`config.mk`:
```
export PLATFORM = sky130hd
export DESIGN_NAME = cheb_linearizer
export DESIGN_NICKNAME = d
export VERILOG_FILES = /design/src/rtl/cheb_lin_pkg.sv /design/src/rtl/cheb_coef_store.sv /design/src/rtl/cheb_term_unit.sv /design/src/rtl/cheb_newton_step.sv /design/src/rtl/cheb_linearizer.sv
export SDC_FILE = /design/constraint.sdc
export NUM_CORES = 2
export LEC_CHECK = 0
export ABC_AREA = 1
export CAP_MARGIN = 20
export CORE_ASPECT_RATIO = 0.9
export CORE_MARGIN = 1.5
export CORE_UTILIZATION = 29
export DETAILED_ROUTE_END_ITERATION = 8
export DONT_BUFFER_PORTS = 1
export GPL_TIMING_DRIVEN = 0
export PLACE_DENSITY_LB_ADDON = 0.12
export SLEW_MARGIN = 15
export SYNTH_ARGS = -nofsm -noshare
export SYNTH_HDL_FRONTEND = slang
export SYNTH_SLANG_ARGS = --single-unit
```
`constraint.sdc`:
```
create_clock -name clk -period 21 [get_ports clk]
set_input_delay 1.05 -clock clk [delete_from_list [all_inputs] [get_ports clk]]
set_output_delay 1.05 -clock clk [all_outputs]
set_load 0.05 [all_outputs]
```
`src/rtl/cheb_lin_pkg.sv`:
```
package cheb_lin_pkg;
  typedef enum logic [1:0] {
    ST_IDLE = 2'd0,
    ST_EVAL = 2'd1,
    ST_STEP = 2'd2,
    ST_OUT  = 2'd3
  } lin_state_e;
endpackage

```
`src/rtl/cheb_coef_store.sv`:
```
module cheb_coef_store #(
  parameter int W     = 16,
  parameter int DEPTH = 8,
  parameter int IW    = 3
) (
  input  logic                clk,
  input  logic                rst_n,
  input  logic                we,
  input  logic [IW-1:0]       waddr,
  input  logic signed [W-1:0] wdata,
  input  logic [IW-1:0]       raddr,
  output logic signed [W-1:0] rdata
);
  logic signed [W-1:0] mem [DEPTH];

  for (genvar g = 0; g < DEPTH; g++) begin : g_word
    logic wr_en;
    assign wr_en = we && (waddr == IW'(g));
    always_ff @(posedge clk or negedge rst_n) begin
      if (!rst_n) begin
        mem[g] <= '0;
      end else if (wr_en) begin
        mem[g] <= wdata;
      end
    end
  end

  always_comb begin
    rdata = '0;
    for (int i = 0; i < DEPTH; i++) begin
      if (raddr == IW'(i)) rdata = mem[i];
    end
  end
endmodule

```
`src/rtl/cheb_term_unit.sv`:
```
module cheb_term_unit #(
  parameter int W  = 16,
  parameter int TW = 18,
  parameter int AW = 24
) (
  input  logic signed [W-1:0]  u,
  input  logic signed [TW-1:0] t_cur,
  input  logic signed [TW-1:0] t_prev,
  input  logic                 first,
  input  logic signed [W-1:0]  coef,
  output logic signed [AW-1:0] term,
  output logic signed [TW-1:0] t_next
);
  localparam int F  = W - 1;
  localparam int CF = W - 2;
  localparam int PW = W + TW;

  logic signed [PW-1:0] prod_c, sh_c;
  logic signed [PW-1:0] prod_u, sh_u, diff;

  assign prod_c = coef * t_cur;
  assign sh_c   = prod_c >>> CF;
  assign term   = sh_c[AW-1:0];

  // 2*u*T >> F is the same floor as u*T >> (F-1)
  assign prod_u = u * t_cur;
  assign sh_u   = prod_u >>> (F - 1);
  assign diff   = sh_u - {{W{t_prev[TW-1]}}, t_prev};
  assign t_next = first ? {{(TW-W){u[W-1]}}, u} : diff[TW-1:0];
endmodule

```
`src/rtl/cheb_newton_step.sv`:
```
module cheb_newton_step #(
  parameter int W  = 16,
  parameter int AW = 24
) (
  input  logic signed [W-1:0]  x,
  input  logic signed [W-1:0]  y,
  input  logic signed [AW-1:0] hsum,
  input  logic signed [W-1:0]  recip,
  output logic signed [W-1:0]  x_next
);
  localparam int RF = W - 2;
  localparam int PW = AW + W;
  localparam int XW = PW + 1;
  localparam logic signed [XW-1:0] HI = (XW'(1) <<< (W - 1)) - XW'(1);
  localparam logic signed [XW-1:0] LO = -(XW'(1) <<< (W - 1));

  logic signed [AW-1:0] err;
  logic signed [PW-1:0] prod, corr;
  logic signed [XW-1:0] xw;

  assign err  = hsum - {{(AW-W){y[W-1]}}, y};
  assign prod = err * recip;
  assign corr = prod >>> RF;
  assign xw   = {{(XW-W){x[W-1]}}, x} - {corr[PW-1], corr};

  always_comb begin
    if (xw > HI)      x_next = HI[W-1:0];
    else if (xw < LO) x_next = LO[W-1:0];
    else              x_next = xw[W-1:0];
  end
endmodule

```
`src/rtl/cheb_linearizer.sv`:
```
module cheb_linearizer
  import cheb_lin_pkg::*;
#(
  parameter int W         = 16,
  parameter int MAX_ORDER = 7
) (
  input  logic                          clk,
  input  logic                          rst_n,
  input  logic                          in_valid,
  output logic                          in_ready,
  input  logic [W-1:0]                  in_data,
  output logic                          out_valid,
  input  logic                          out_ready,
  output logic [W-1:0]                  out_data,
  input  logic                          coef_we,
  input  logic [$clog2(MAX_ORDER+1)-1:0] coef_addr,
  input  logic [W-1:0]                  coef_wdata,
  input  logic [$clog2(MAX_ORDER+1)-1:0] cfg_order,
  input  logic                          cfg_two_iter,
  input  logic [W-1:0]                  cfg_recip
);
  localparam int DEPTH = MAX_ORDER + 1;
  localparam int IW    = $clog2(DEPTH);
  localparam int F     = W - 1;
  localparam int TW    = W + 2;
  localparam int AW    = W + 8;
  localparam logic signed [TW-1:0] T_ONE = TW'(1) <<< F;

  lin_state_e          state_q, state_d;
  logic [IW-1:0]       k_q, k_d, order_q, order_d;
  logic signed [W-1:0] x_q, x_d, y_q, y_d, recip_q, recip_d;
  logic signed [TW-1:0] tcur_q, tcur_d, tprev_q, tprev_d;
  logic signed [AW-1:0] acc_q, acc_d;
  logic                iter_q, iter_d;
  logic                accept, dp_en;

  logic signed [W-1:0]  coef_rd, x_step;
  logic signed [AW-1:0] term;
  logic signed [TW-1:0] t_next;

  cheb_coef_store #(.W(W), .DEPTH(DEPTH), .IW(IW)) u_store (
    .clk   (clk),
    .rst_n (rst_n),
    .we    (coef_we),
    .waddr (coef_addr),
    .wdata (coef_wdata),
    .raddr (k_q),
    .rdata (coef_rd)
  );

  cheb_term_unit #(.W(W), .TW(TW), .AW(AW)) u_term (
    .u      (x_q),
    .t_cur  (tcur_q),
    .t_prev (tprev_q),
    .first  (k_q == '0),
    .coef   (coef_rd),
    .term   (term),
    .t_next (t_next)
  );

  cheb_newton_step #(.W(W), .AW(AW)) u_step (
    .x      (x_q),
    .y      (y_q),
    .hsum   (acc_q),
    .recip  (recip_q),
    .x_next (x_step)
  );

  assign in_ready  = (state_q == ST_IDLE);
  assign out_valid = (state_q == ST_OUT);
  assign out_data  = x_q;
  assign accept    = in_valid && in_ready;
  assign dp_en     = accept || (state_q == ST_EVAL) || (state_q == ST_STEP);

  always_comb begin
    state_d = state_q;
    k_d     = k_q;
    order_d = order_q;
    x_d     = x_q;
    y_d     = y_q;
    recip_d = recip_q;
    tcur_d  = tcur_q;
    tprev_d = tprev_q;
    acc_d   = acc_q;
    iter_d  = iter_q;
    unique case (state_q)
      ST_IDLE: begin
        if (in_valid) begin
          x_d     = in_data;
          y_d     = in_data;
          order_d = cfg_order;
          recip_d = cfg_recip;
          iter_d  = cfg_two_iter;
          k_d     = '0;
          tcur_d  = T_ONE;
          tprev_d = '0;
          acc_d   = '0;
          state_d = ST_EVAL;
        end
      end
      ST_EVAL: begin
        acc_d   = acc_q + term;
        tprev_d = tcur_q;
        tcur_d  = t_next;
        if (k_q == order_q) state_d = ST_STEP;
        else                k_d = k_q + IW'(1);
      end
      ST_STEP: begin
        x_d = x_step;
        if (iter_q) begin
          iter_d  = 1'b0;
          k_d     = '0;
          tcur_d  = T_ONE;
          tprev_d = '0;
          acc_d   = '0;
          state_d = ST_EVAL;
        end else begin
          state_d = ST_OUT;
        end
      end
      ST_OUT: begin
        if (out_ready) state_d = ST_IDLE;
      end
      default: state_d = ST_IDLE;
    endcase
  end

  always_ff @(posedge clk or negedge rst_n) begin
    if (!rst_n) state_q <= ST_IDLE;
    else        state_q <= state_d;
  end

  always_ff @(posedge clk or negedge rst_n) begin
    if (!rst_n) begin
      k_q     <= '0;
      order_q <= '0;
      x_q     <= '0;
      y_q     <= '0;
      recip_q <= '0;
      tcur_q  <= '0;
      tprev_q <= '0;
      acc_q   <= '0;
      iter_q  <= 1'b0;
    end else if (dp_en) begin
      k_q     <= k_d;
      order_q <= order_d;
      x_q     <= x_d;
      y_q     <= y_d;
      recip_q <= recip_d;
      tcur_q  <= tcur_d;
      tprev_q <= tprev_d;
      acc_q   <= acc_d;
      iter_q  <= iter_d;
    end
  end

  // a result not taken stays offered, unchanged
  p_out_hold_r9: assert property (@(posedge clk) disable iff (!rst_n)
    out_valid && !out_ready |=> out_valid && $stable(out_data));

  // after acceptance no second sample is taken
  p_busy_after_accept_r9: assert property (@(posedge clk) disable iff (!rst_n)
    in_valid && in_ready |=> !in_ready);

  // a taken result frees the input side
  p_release_r9: assert property (@(posedge clk) disable iff (!rst_n)
    out_valid && out_ready |=> in_ready && !out_valid);

  // captured configuration does not move while a sample is in flight
  p_cfg_held_r10: assert property (@(posedge clk) disable iff (!rst_n)
    state_q != ST_IDLE |=> $stable(order_q) && $stable(recip_q));

  // a final step with no pass pending presents the result next
  p_last_step_r6: assert property (@(posedge clk) disable iff (!rst_n)
    state_q == ST_STEP && !iter_q |=> out_valid);

  // the term index never passes the captured order
  p_k_bound_r4: assert property (@(posedge clk) disable iff (!rst_n)
    state_q == ST_EVAL |-> k_q <= order_q);
endmodule

```
---- After elaboration in Yosys (flattened, before gate mapping) ----
Index checks and enable logic that the tools add are counted.
cells by class
  reductions and logical operators ........ 21
  magnitude comparators ................... 2
  eq/ne operators ......................... 23
  multiply operators ...................... 3
  multiplexer cells ....................... 33
  $add $sub $neg .......................... 5
operators with widths
  operator              count
  $mux 16               11
  $pmux 18 s3           2
  $mux 18               5
  $pmux 24 s3           1
  $mux 24               2
  $gt 41x16->1 const B  1
  $lt 41x16->1 const B  1
  $mul 24x16->40        1
  $mul 16x18->34        1
  $mul 16x18->32        1
  $pmux 16 s2           1
  $sub 16x26->27        1
  $add 24x20->24        1
  $eq 3x3->1 const B    8
  $sub 24x24->24        1
  $sub 18x18->18        1
  $eq 3x2->1 const B    4
  $logic_and 1x1->1     9
  $mux 3                3
  $pmux 3 s3            1
  $reduce_and 3->1      3
  $mux 2                4
  $pmux 2 s4            1
  $eq 3x1->1 const B    2
  other kinds (15)      21
storage, ports and cells
  output and inout bits ................... 18
  word-level logic and storage cells ...... 105
  register bits after elaboration ......... 245

---- Longest topological paths before layout ----
  word-level depth ........................ 12
  gate-level depth with buffers ........... 59
  mapped depth without buffers ............ 58

---- Cells and area by module ----
A second synthesis with hierarchy kept.
second synthesis, totals
  cells, all modules ...................... 6959
  area total of the unflattened synthesis .. 52330.2 sq um
by module, submodules not included
  module            area each (sq um)  times used  cells each  sequential area each (sq um)
  cheb_term_unit    23236.0            1           3088        0.0
  cheb_newton_step  17202.7            1           2369        0.0
  cheb_linearizer   6177.2             1           839         2927.8
  cheb_coef_store   5714.2             1           663         3203.1

---- Least setup slack after synthesis ----
Ideal clock, no wire load.
  path type ............................... reg-to-reg
  from .................................... register acc_q[0]
  to ...................................... register x_q[10], in the netlist out_data[10]
  cell stages (with the launch flop) ...... 54
  arrival ................................. 9119 ps
  clock period less this slack ............ 9235 ps
  slack ................................... 11765 ps
  path through ............................ dfrtp_1 > inv_1 > ha_1 > inv_1 > fa_1 > nand2_1 > nand2_1 > a21oi_1 > o21ai_1 > a21oi_1 > inv_1 > or2_2 > nand2_1 > clkinv_1 > nand2_1 > fa_1 > fa_1 > inv_1 > [... 18 more ...] > nand2_1 > a21oi_1 > o21ai_0 > xnor2_1 > ha_1 > nand2_1 > nor4_2 > nand3_1 > nand3_2 > xor2_2 > nand2_1 > nor3_2 > nand4_2 > a21oi_4 > buf_6 > nand2_1 > nand2_1 > nand2_1
on the way
  longest elaborated chain between the ends .. 7
RTL lines
  item                      RTL line                text
  start: declaration        cheb_linearizer.sv:33   logic signed [AW-1:0] acc_q, acc_d;
  start signal: assignment  cheb_linearizer.sv:142  acc_q <= '0;
  start signal: assignment  cheb_linearizer.sv:152  acc_q <= acc_d;
  $sub 24x24->24 (*)        cheb_newton_step.sv:21  assign err = hsum - {{(AW-W){y[W-1]}}, y};
  $mul 24x16->40 (*)        cheb_newton_step.sv:22  assign prod = err * recip;
  $sub 16x26->27 (*)        cheb_newton_step.sv:24  assign xw = {{(XW-W){x[W-1]}}, x} - {corr[PW-1], corr};
  $lt 41x16->1              cheb_newton_step.sv:28  else if (xw < LO) x_next = LO[W-1:0];
  $mux 16                   cheb_newton_step.sv:28
  $mux 16 (*)               cheb_newton_step.sv:27  if (xw > HI) x_next = HI[W-1:0];
  $pmux 16 s2 (*)           cheb_linearizer.sv:86   unique case (state_q)
  end signal: assignment    cheb_linearizer.sv:137  x_q <= '0;
  end signal: assignment    cheb_linearizer.sv:147  x_q <= x_d;
  end: declaration          cheb_linearizer.sv:31   logic signed [W-1:0] x_q, x_d, y_q, y_d, recip_q, recip_d;
Every way passes the cells marked *; elsewhere a longest branch is shown, timed or not.
A chain may end at the register's enable or synchronous reset.

---- Worst setup path after layout ----
  from .................................... register acc_q[0]
  to ...................................... register x_q[12], in the netlist out_data[12]
The elaborated chain is that of the path after synthesis.

==> impl_metrics.py <==
metrics = {
    "route": {
        "antenna_left": 0,
        "first_iter_violations": 2561,
        "first_pass_iters": 6,
        "vias_per_cell": 4.67,
        "wl_per_cell_um": 20.9,
        "vias": 39400,
        "drt_wl_total_um": 176000,
        "drc": 0,
    },
    "logic_synthesis": {
        "ys.flop_type": "dfrtp_1",
        "synth_edf_count": 0,
        "synth_seq_area_share_pct": 12.5,
        "yosysTopAreaCellShare_pct": 38.4,
        "yosysTopAreaCell": "fa_1",
        "syn-num-nets": 7434,
        "syn_area_mm2": 0.0492,
        "syn_area_per_cell_um2": 8.09,
        "synth_cells": 6080,
        "synth_seq_cells": 245,
        "async_flop_share_pct": 100,
        "synth_area_leaders": "fa_1, dfrtp_1, inv_1, nand2_1, ha_1",
        "synth.distinct_cells": 65,
        "yosysWarnings": 0,
    },
    "worst_setup_path": {
        "critical_path.max_fanout": 10,
        "slowest_delay_ns": 0.57,
        "crit_slowest_cell": "clkinv_1",
        "required_ns": 21.50,
        "crit_path_frequent_cell": "nand2_1",
        "critPathLaunchType": "flop",
        "worst_setup_path_end_kind": "flop",
        "arrival_ns": 12.28,
        "critical_path_class": "reg -> reg",
        "r2r_cells": 53,
    },
    "sta": {
        "drv_slew": 0,
        "setup_viol": 0,
        "relSlewSlack_pct": 20.2,
        "fmax_mhz": 84.9,
        "rsz0062_at_grt": "false",
        "skew_ns": 0.0357,
        "hold_violations": 0,
        "post-route-min-period_ns": 11.78,
        "final.period_utilization_pct": 56.1,
        "tightest_slew_ns": 1.20,
        "setup_tns_ns": 0,
    },
    "grt": {
        "track_usage_pct": 20.8,
        "grt_max_degree": 246,
        "antenna_found_initial": 17,
        "gr-total-overflow": 0,
        "grt_pass1_vias": 41400,
        "grt_pass1_wl_um": 270000,
    },
    "floorplan": {
        "die_w_um": 437,
        "initial_utilization_pct": 29.2,
        "die_area_mm2": 0.172,
        "die_y_um": 394,
        "core_mm2": 0.169,
        "rows": 143,
        "pin_count": 78,
    },
    "final_layout": {
        "layout.nets": 7479,
        "area_delta_synth_final_pct": 8.28,
        "final_util_pct": 31.6,
        "final_cell_mix": "inv_1, nand2_1, fa_1",
        "drive_gt1_share_pct": 2.81,
        "num-fill-cells": 18500,
        "final_common_cell": "inv_1",
    },
    "clocking": {
        "post_cts_buffers": 0,
        "clk_pin_slew_ns": 0.06,
        "cts_num_sinks": 245,
        "htreeDepth": 2,
        "cts_resized": 0,
        "root_buffer": "clkbuf_16",
        "cts_made_buffers": 34,
        "clock_path_buffers": 3,
        "cts_hold_buf": 0,
        "insertion_delay_ns": 0.60,
        "cts_tree": "yes",
    },
    "placed_design": {
        "routabilityCongestion": 0.877,
        "place_hpwl_um": 149000,
        "io_buffers": 0,
    },
    "status": {
        "status": "completed",
    },
    "job": {
        "drv_cap": 0,
    },
    "hold_path": {
        "hold_path.class": "in -> async",
    },
}
-- critical path: cells and delay by family, from the launching register on --
kind	cells	cell delay [ns]
compound gates	7	1.69
buf+inv	10	1.21
xor+xnor	2	0.35
flops	1	0.38
fa+ha+maj	10	4.40
simple gates	24	3.64
-- synth_stat cells, types with 33 or more instances --
master / count
a21oi_1: 210
clkbuf_1: 165
dfrtp_1: 245
fa_1: 942
ha_1: 352
inv_1: 1412
nand2_1: 1327
nand3_1: 120
nor2_1: 482
o211ai_1: 33
o21ai_0: 284
xnor2_1: 79
xor2_1: 78
-- final cells by class --
type / instances / area (um2) / area share (%)
well taps: 2247 / 2810 / 5.28
plain buffers: 217 / 948 / 1.78
clock inverters: 16 / 145 / 0.273
inverters: 1434 / 5380 / 10.1
repair buffers: 9 / 110 / 0.207
flip-flops and latches: 245 / 6130 / 11.5
diodes: 24 / 60.1 / 0.113
clock buffers: 46 / 926 / 1.74
multi-input cells: 4184 / 36700 / 69.0
-- path summary, 6_finish.rpt --
| check | startpoint | endpoint | slack, ns |
|---|---|---|---|
| worst min register to register | u_store.mem[65] | u_store.mem[65] | 0.48 |
| worst max-delay path | acc_q[0] | out_data[12] | 9.22 |
| worst max register to register | acc_q[0] | out_data[12] | 9.22 |
| min in group clk | u_store.mem[65] | u_store.mem[65] | 0.48 |
| worst min-delay path | rst_n | u_store.mem[105] | 0.20 |
| max in group asynchronous | rst_n | tprev_q[3] | 20.17 |
-- kinds of logic after synthesis --
group | synth area share, %
AND/OR/NAND/NOR | 16.5
buffers and inverters | 12.9
XOR/XNOR | 2.86
adder cells (fa/ha/maj) | 47.3
AO/OA/AOI/OAI | 8.00
flip-flops | 12.5
-- registers in the layout, indices dropped and copies added (netlist names) --
signal       cells
acc_q           24
iter_q           1
k_q              3
order_q          3
out_data        16
recip_q         16
state_q          2
tcur_q          18
tprev_q         18
u_store.mem    128
y_q             16
-- metrics by stage --
| stage | hold WS (ns) | cell area (um2) | setup WS, ns | cells |
|---|---|---|---|---|
| 6_report | 0.198 | 53200 | 9.22 | 8422 |
| 3_3_place_gp | 0.461 | 52000 | 9.21 | 8327 |
| 2_1_floorplan | 0.446 | 49200 | 11.76 | 6080 |
| 4_1_cts | 0.127 | 53200 | 9.23 | 8397 |
| 5_1_grt | 0.158 | 53200 | 8.30 | 8418 |
| 3_5_place_dp | 0.469 | 52100 | 9.23 | 8335 |
-- layer usage --
metal | track usage [%] | part of all wire (%) | up-vias
li1 | - | - | 18300
met1 | 30.5 | 48 | 20100
met2 | 32.9 | 46 | 792
met3 | 2.36 | 4.3 | 147
met4 | 4.64 | 2.0 | 6
met5 | 0 | 0.027 | -
Power is not shown: default switching activity piles up to over one toggle a cycle in this logic, so the estimate is an artifact.
